$ cat src/rtl/rng_bringup_pkg.sv
package rng_bringup_pkg;

    typedef enum logic [2:0] {
        SQ_IDLE        = 3'd0,
        SQ_TEST_KICK   = 3'd1,
        SQ_TEST_WAIT   = 3'd2,
        SQ_SRCH_KICK   = 3'd3,
        SQ_SRCH_WAIT   = 3'd4,
        SQ_COMMIT_GOOD = 3'd5,
        SQ_COMMIT_BAD  = 3'd6
    } seq_state_e;

    typedef enum logic {
        TAG_CONFIGURED = 1'b0,
        TAG_ERROR      = 1'b1
    } commit_tag_e;

endpackage

$ cat src/rtl/rng_try_counter.sv
module rng_try_counter #(
    parameter int MAX_TRIES = 3,
    parameter int CNT_W     = $clog2(MAX_TRIES + 1)
) (
    input  logic             clk,
    input  logic             rst_n,
    input  logic             clear_i,
    input  logic             bump_i,
    output logic [CNT_W-1:0] count_o,
    output logic             first_o,
    output logic             limit_o
);
    localparam logic [CNT_W-1:0] LIMIT = CNT_W'(MAX_TRIES);
    localparam logic [CNT_W-1:0] ONE   = CNT_W'(1);

    logic [CNT_W-1:0] count_q;

    always_ff @(posedge clk or negedge rst_n) begin
        if (!rst_n) begin
            count_q <= '0;
        end else if (clear_i) begin
            count_q <= '0;
        end else if (bump_i && (count_q != LIMIT)) begin
            count_q <= count_q + ONE;
        end
    end

    assign count_o = count_q;
    assign first_o = (count_q == ONE);
    assign limit_o = (count_q >= LIMIT);

endmodule

$ cat src/rtl/rng_seq_fsm.sv
module rng_seq_fsm
    import rng_bringup_pkg::*;
(
    input  logic       clk,
    input  logic       rst_n,
    input  logic       start_i,
    input  logic       test_done_i,
    input  logic       test_pass_i,
    input  logic       first_try_i,
    input  logic       last_try_i,
    input  logic       srch_done_i,
    input  logic       srch_pass_i,
    input  logic       commit_ack_i,
    input  logic       commit_ok_i,
    output seq_state_e state_o,
    output logic       cnt_clear_o,
    output logic       cnt_bump_o,
    output logic       test_kick_o,
    output logic       srch_kick_o,
    output logic       commit_req_o,
    output logic       commit_tag_o,
    output logic       busy_o
);
    seq_state_e state_q;
    seq_state_e state_d;

    // state register
    always_ff @(posedge clk or negedge rst_n) begin
        if (!rst_n) begin
            state_q <= SQ_IDLE;
        end else begin
            state_q <= state_d;
        end
    end

    // next state and counter control
    always_comb begin
        state_d     = state_q;
        cnt_clear_o = 1'b0;
        unique case (state_q)
            SQ_IDLE: begin
                if (start_i) begin
                    state_d     = SQ_TEST_KICK;
                    cnt_clear_o = 1'b1;
                end
            end
            SQ_TEST_KICK: begin
                state_d = SQ_TEST_WAIT;
            end
            SQ_TEST_WAIT: begin
                if (test_done_i) begin
                    if (test_pass_i) begin
                        state_d = first_try_i ? SQ_SRCH_KICK : SQ_COMMIT_BAD;
                    end else begin
                        state_d = last_try_i ? SQ_COMMIT_BAD : SQ_TEST_KICK;
                    end
                end
            end
            SQ_SRCH_KICK: begin
                state_d = SQ_SRCH_WAIT;
            end
            SQ_SRCH_WAIT: begin
                if (srch_done_i) begin
                    state_d = srch_pass_i ? SQ_COMMIT_GOOD : SQ_COMMIT_BAD;
                end
            end
            SQ_COMMIT_GOOD: begin
                if (commit_ack_i) begin
                    state_d = commit_ok_i ? SQ_IDLE : SQ_COMMIT_BAD;
                end
            end
            SQ_COMMIT_BAD: begin
                if (commit_ack_i) begin
                    state_d = SQ_IDLE;
                end
            end
            default: begin
                state_d = SQ_IDLE;
            end
        endcase
    end

    // Moore outputs
    always_comb begin
        test_kick_o  = 1'b0;
        srch_kick_o  = 1'b0;
        commit_req_o = 1'b0;
        commit_tag_o = TAG_CONFIGURED;
        busy_o       = 1'b1;
        cnt_bump_o   = 1'b0;
        unique case (state_q)
            SQ_IDLE: begin
                busy_o = 1'b0;
            end
            SQ_TEST_KICK: begin
                test_kick_o = 1'b1;
                cnt_bump_o  = 1'b1;
            end
            SQ_TEST_WAIT: begin
            end
            SQ_SRCH_KICK: begin
                srch_kick_o = 1'b1;
            end
            SQ_SRCH_WAIT: begin
            end
            SQ_COMMIT_GOOD: begin
                commit_req_o = 1'b1;
                commit_tag_o = TAG_CONFIGURED;
            end
            SQ_COMMIT_BAD: begin
                commit_req_o = 1'b1;
                commit_tag_o = TAG_ERROR;
            end
            default: begin
                busy_o = 1'b0;
            end
        endcase
    end

    assign state_o = state_q;

endmodule

$ cat src/rtl/rng_bringup_seq.sv
module rng_bringup_seq
    import rng_bringup_pkg::*;
#(
    parameter  int MAX_TRIES = 3,
    localparam int CNT_W     = $clog2(MAX_TRIES + 1)
) (
    input  logic             clk,
    input  logic             rst_n,
    input  logic             start_i,
    output logic             busy_o,
    output logic             selftest_start_o,
    input  logic             selftest_done_i,
    input  logic             selftest_pass_i,
    output logic             search_start_o,
    input  logic             search_done_i,
    input  logic             search_pass_i,
    output logic             commit_req_o,
    output logic             commit_tag_o,
    input  logic             commit_ack_i,
    input  logic             commit_ok_i,
    output logic [CNT_W-1:0] attempt_cnt_o
);
    seq_state_e state_w;
    logic       cnt_clear;
    logic       cnt_bump;
    logic       first_try;
    logic       last_try;

    rng_try_counter #(
        .MAX_TRIES (MAX_TRIES),
        .CNT_W     (CNT_W)
    ) try_cnt_i (
        .clk     (clk),
        .rst_n   (rst_n),
        .clear_i (cnt_clear),
        .bump_i  (cnt_bump),
        .count_o (attempt_cnt_o),
        .first_o (first_try),
        .limit_o (last_try)
    );

    rng_seq_fsm fsm_i (
        .clk          (clk),
        .rst_n        (rst_n),
        .start_i      (start_i),
        .test_done_i  (selftest_done_i),
        .test_pass_i  (selftest_pass_i),
        .first_try_i  (first_try),
        .last_try_i   (last_try),
        .srch_done_i  (search_done_i),
        .srch_pass_i  (search_pass_i),
        .commit_ack_i (commit_ack_i),
        .commit_ok_i  (commit_ok_i),
        .state_o      (state_w),
        .cnt_clear_o  (cnt_clear),
        .cnt_bump_o   (cnt_bump),
        .test_kick_o  (selftest_start_o),
        .srch_kick_o  (search_start_o),
        .commit_req_o (commit_req_o),
        .commit_tag_o (commit_tag_o),
        .busy_o       (busy_o)
    );

endmodule

$ cat config.mk
export PLATFORM = sky130hd
export DESIGN_NAME = rng_bringup_seq
export DESIGN_NICKNAME = d
export VERILOG_FILES = /design/src/rtl/rng_bringup_pkg.sv /design/src/rtl/rng_try_counter.sv /design/src/rtl/rng_seq_fsm.sv /design/src/rtl/rng_bringup_seq.sv
export SDC_FILE = /design/constraint.sdc
export NUM_CORES = 1
export LEC_CHECK = 0
export BUFFER_PORTS_ARGS = -buffer_cell sky130_fd_sc_hd__buf_2
export CORE_AREA = 2 2 39 41
export CTS_CLUSTER_DIAMETER = 60
export DETAILED_ROUTE_END_ITERATION = 6
export DIE_AREA = 0 0 41 43
export SYNTH_ARGS = -nofsm -noshare
export SYNTH_HDL_FRONTEND = slang
export SYNTH_HIERARCHICAL = 1
export SYNTH_SLANG_ARGS = --single-unit
export TNS_END_PERCENT = 30
$ cat constraint.sdc
create_clock -name clk -period 2.7 [get_ports clk]
set_input_delay 0.135 -clock clk [delete_from_list [all_inputs] [get_ports clk]]
set_output_delay 0.135 -clock clk [all_outputs]
set_load 0.005 [all_outputs]
==> results.txt, run 1 <==
Most frequent cells in the layout: buf_2, nor2_1, dfrtp_1
Slowest CP cell: nor4b_1
Reg2Reg Launch Point: fsm_i/state_o[0]
Crit start category: register
Die ar.: 1760 sq um
WL/cell: 11.0 um
Synth warnings: 6
#FFs+latches synth: 5
Fin Hold WS: 0.236 ns
Nets: 81
# H-tree levels: 1
Slew HR: 60.6%
Sequential fraction of the synthesis area: 27.7%
PD cells: 963 nW/um^2
GR Util All Layers: 12.0%
CTS root buffer: clkbuf_4
Via count: 430
Clock Latency Late Sink: 0.23 ns
TritonCTS Buffers: 3
Fillers: 156
Number of core rows: 14
First-pass iteration count of the detailed router: 4
Boundary Pins: 16
Layout cells sized above 1: 30.4%
Initial Util: 32.6%
Chip width: 41 um
Max_cap viols: 0
CTS tree: built
Initial antenna violation count: 0
Core box area: 1380 sq um
Final setup margin: 0.884 ns
Post-Syn Instances: 54
Final WL: 939 um
Dominant cell type by area after synthesis: dfrtp_1
Min-Delay Path Class: in -> async
Crit path DAT: 1.93 ns
Post-route ant nets: 0
R2r setup slk: 0.88 ns
Critical path, cell by cell: nor4b_1, and2b_2, mux2_2
Syn Area/Cell: 8.36 sq um
Final Hold Fails: 0
Detailed placer's ending HPWL: 686 um
Final Util: 40.1%
Crit path kind: reg -> reg
GRT overflow: 0
Storage element area: 125 sq um
Die Height: 43 um
Period utilisation layout: 67.3%
Tmin final: 1.82 ns
Reg2Reg Depth: 3
ANT cells: 0
RSZ-0062 raised after global routing: no
CP peak stage delay: 0.61 ns
Max IR drop VDD: 0.334 mV
Area growth syn-to-layout: 23.0%
Commonest non-fill, non-tap cell in the layout: buf_2
Placer Congestion: 0.696
Synth unique cells: 29
DRC viols: 0
Outcome: finished, final reports clean
Area of the multi-input gates: 292 sq um
F_max: 551 MHz
Pre-CTS WS: 0.900 ns
Worst Clk Skew: 0.00301 ns
Setup crit end kind: register
Slew @ Worst Pin: 0.583 ns
CTS sink count: 5
Cell area after synthesis: 452 sq um
Post-CTS Setup Repair Bufs: 0
Crit-path max FO: 17
Share of the synthesized area in the top cell type: 27.7%
Crit Reg-Reg Endpoint: try_cnt_i/count_o[0]
Global-route wire length before repair: 1500 um
Cell area after placement: 519 sq um
Final instance area: 556 sq um
Syn_nets: 65
Final Setup Violations: 0
Top post-synthesis cells by area: dfrtp_1, ha_1, a21oi_1, buf_2, nor2_1
LEAKAGE: 0.000289 uW
Setup tns final: 0 ns
Slew Viols, Final: 0
Largest net degree at the start of global routing: 18
Port-buffer cells: 15
Vias/cell: 5.06
Longest Clk Path Bufs: 2
Critical Path RT: 2.81 ns
DR iter-0 viols: 8
Number of global-route vias before repair: 356
Clock-pin slew on the worst setup and hold paths: 0.04 ns
-- synth_stat cells, drive strengths merged --
master / n
a211oi: 1
a21o: 1
a21oi: 4
and2: 1
and2b: 1
and3: 1
and3b: 2
buf: 5
dfrtp: 5
ha: 2
inv: 2
mux2: 2
nand2: 3
nand2b: 2
nand3: 2
nand3b: 1
nor2: 5
nor2b: 2
nor3: 3
nor3b: 1
nor4b: 2
o211a: 1
o22a: 1
o31ai: 1
o32ai: 1
or4b: 1
xor2: 1
-- state kept, by name, summed over array words and instances (netlist names) --
signal,flops
try_cnt_i/count_o,2
fsm_i/state_o,3
-- final cells by class --
cell class | instances | area share [%]
inverters | 2 | 1.35
clock buffers | 4 | 4.73
repair buffers | 16 | 15.3
well taps | 16 | 3.60
flip-flops and latches | 5 | 22.5
multi-input cells | 42 | 52.5
-- stage by stage --
step / power [uW] / std cells
global route: 591 / 85
detailed placement: 451 / 80
global placement: 446 / 80
CTS: 543 / 85
finish: 535 / 85
floorplan: 387 / 54
-- worst max path at each step --
stage,cells after the start,from,to
finish,3,fsm_i/state_o[0],try_cnt_i/count_o[0]
global route,3,fsm_i/state_o[0],try_cnt_i/count_o[0]
CTS,3,fsm_i/state_o[0],try_cnt_i/count_o[0]
detailed placement,3,fsm_i/state_o[0],try_cnt_i/count_o[0]
global placement,3,fsm_i/state_o[0],try_cnt_i/count_o[0]
floorplan,5,fsm_i/state_o[0],try_cnt_i/count_o[0]
-- critical path, delay by kind of cell, from the launching register on --
kind / cells / cell delay [ns]
muxes: 1 / 0.26
and+or+nand+nor: 2 / 0.90
DFF: 1 / 0.54
-- what timing repair did --
| action | in CTS | in global routing |
|---|---|---|
| hold buffers | 1 | 0 |
| resized for setup | 0 | 0 |
| endpoints found under the hold margin | 5 | 0 |
-- kinds of logic after synthesis --
kind of cell	synth area share [%]
mux	5.82
simple gates	35.7
fa+ha+maj	5.54
xor+xnor	1.94
buf+inv	7.76
flops	27.7
compound gates	15.5
-- metal layers --
| metal | up-vias | global-route usage [%] | share of wire (%) |
|---|---|---|---|
| li1 | 222 | - | - |
| met1 | 190 | 18.8 | 46 |
| met2 | 18 | 16.6 | 45 |
| met3 | 0 | 1.57 | 8.5 |
| met4 | 0 | 4.00 | 0 |
| met5 | - | 0 | 0 |
-- where the power goes --
part	internal (uW)	total [uW]	switching (uW)	leakage, uW
registers	106	195	88.4	0.0000639
clock network	55.6	81.9	26.3	0.0000150
logic	149	258	110	0.000210
total	311	535	224	0.000289
Note: power is estimated with default switching activity, not from simulation.
==> run 2: changes to the inputs <==
==> constraint.sdc (replaced) <==
create_clock -name clk -period 1.6 [get_ports clk]
set_input_delay 0.08 -clock clk [delete_from_list [all_inputs] [get_ports clk]]
set_output_delay 0.08 -clock clk [all_outputs]
set_load 0.005 [all_outputs]
==> results.txt, run 2 (synthesis results as in run 1) <==
Slew @ Worst Pin: 0.379 ns (-0.204 ns)
Number of core rows: 14 (unchanged)
Worst path buffer plus inverter count: 0 (unchanged)
Global-route wire length before repair: 1650 um (+9.6%)
CTS sink count: 5 (unchanged)
Fillers: 150 (-3.8%)
Crit-path max FO: 5 (-12)
Initial antenna violation count: 0 (unchanged)
Final WL: 979 um (+4.3%)
First-pass iteration count of the detailed router: 2 (-2)
Crit path DAT: 1.58 ns (-0.35 ns)
Clock-pin slew on the worst setup and hold paths: 0.04 ns (about the same)
# H-tree levels: 1 (unchanged)
Setup crit end kind: register
Comb pwr share: 59.5% (+11 points)
Tmin final: 1.45 ns (-0.362 ns)
Max_cap viols: 0 (unchanged)
WL/cell: 11.1 um (+0.71%)
Number of global-route vias before repair: 399 (+12%)
LEAKAGE: 0.000308 uW (+6.7%)
Die Height: 43 um (unchanged)
GRT overflow: 0 (unchanged)
Worst Clk Skew: 0.00496 ns (+0.00195 ns)
Min-Delay Path Class: in -> async
Max IR drop VDD: 0.572 mV (+71%)
Crit path kind: reg -> reg
Final Setup Violations: 0 (unchanged)
Fin Hold WS: 0.178 ns (-0.0585 ns)
Most frequent cells in the layout: buf_2, nor2_1, dfrtp_1
DR iter-0 viols: 9 (+1)
Period utilisation layout: 90.9% (+24 points)
Critical Path RT: 1.72 ns (-1.09 ns)
Largest net degree at the start of global routing: 14 (-4)
TritonCTS Buffers: 3 (unchanged)
Slew Viols, Final: 0 (unchanged)
Psw: 396 uW (+76%)
Die ar.: 1760 sq um (unchanged)
CTS root buffer: clkbuf_4
Clock power share: 14.8% (-0.5 points)
Storage element area: 125 sq um (unchanged)
Outcome: finished, final reports clean
F_max: 688 MHz (+25%)
Area growth syn-to-layout: 30.5%
Chip width: 41 um (unchanged)
Slew HR: 74.7% (+14 points)
Critical path, cell by cell: nor4b_2, and2b_2, mux2_2
GR Util All Layers: 14.6% (+2.6 points)
CP top delay family: simple AND/OR/NAND/NOR gates
Boundary Pins: 16 (unchanged)
Via count: 436 (+1.4%)
CTS tree: built
Final Hold Fails: 0 (unchanged)
Max FFs per register: 3 (unchanged)
Vias/cell: 4.95 (-2.1%)
Core box area: 1380 sq um (unchanged)
PD cells: 1650 nW/um^2 (+71%)
Clock Latency Late Sink: 0.24 ns (about the same)
Crit start category: register
Placer Congestion: 0.788 (+13%)
RSZ-0062 raised after global routing: no
ANT cells: 0 (unchanged)
Longest Clk Path Bufs: 2 (unchanged)
Sw Share: 40.8% (-1.1 points)
Area of the multi-input gates: 303 sq um (+3.9%)
Commonest non-fill, non-tap cell in the layout: buf_2
Nets: 84 (+3.7%)
Slowest CP cell: dfrtp_1
P_int: 575 uW (+85%)
Flop pwr share: 25.7% (-11 points)
Initial Util: 32.6% (unchanged)
DRC viols: 0 (unchanged)
Setup tns final: 0 ns (unchanged)
Port-buffer cells: 15 (unchanged)
Post-route ant nets: 0 (unchanged)
CP peak stage delay: 0.42 ns (-0.19 ns)
Layout cells sized above 1: 36.1% (+5.7 points)
Detailed placer's ending HPWL: 773 um (+13%)
==> run 2: path summary, 6_finish.rpt <==
kind                                      start                   end  slack, ns  depth (start not counted)
max in group asynchronous                 rst_n      fsm_i/state_o[1]       1.28                          2
min reg2reg                try_cnt_i/count_o[1]  try_cnt_i/count_o[1]       0.59                          2
max                            fsm_i/state_o[0]  try_cnt_i/count_o[0]       0.15                          3
min                                       rst_n  try_cnt_i/count_o[1]       0.18                          2
max reg2reg                    fsm_i/state_o[0]  try_cnt_i/count_o[0]       0.15                          3
min in group clk                selftest_pass_i      fsm_i/state_o[1]       0.18                          3
==> run 2: layer usage <==
| metal | track usage (%) | routed length (um) | up-vias |
|---|---|---|---|
| met5 | 0 | 0 | - |
| met4 | 10.0 | 11 | 0 |
| met3 | 6.28 | 43 | 2 |
| met2 | 21.9 | 483 | 10 |
| met1 | 15.6 | 441 | 197 |
| li1 | - | - | 227 |
==> run 2: power groups by stage <==
stage                     Combinational [uW]  Clock (uW)  Sequential, uW
after detailed placement                 575           0             249
after global placement                   570           0             244
after global routing                     666         162             262
final                                    578         144             249
after CTS                                581         153             247
after floorplan                          433           0             229
==> run 2: area by class of cell <==
class | instances | area share, %
timing repair buffer | 19 | 18.3
multi-input combinational | 42 | 51.4
clock buffer | 4 | 4.46
sequential | 5 | 21.2
tap | 16 | 3.40
inverter | 2 | 1.27
==> run 2: what timing repair did <==
action,4_1_cts,5_1_grt
hold buffers,1,0
gates resized for setup,0,1
setup buffers,0,0
hold endpoints to repair,5,0
setup endpoints to repair,0,1
==> run 2: stage by stage <==
stage | cells | power [uW] | setup slack [ns] | instance area (sq um) | utilization [%]
floorplan | 54 | 662 | 0.0225 | 458 | -
global placement | 83 | 814 | 0.134 | 548 | 39.6
detailed placement | 83 | 824 | 0.105 | 548 | 39.6
CTS | 88 | 981 | 0.0687 | 584 | 42.2
global route | 88 | 1090 | 0.0635 | 589 | 42.6
finish | 88 | 971 | 0.146 | 589 | 42.6
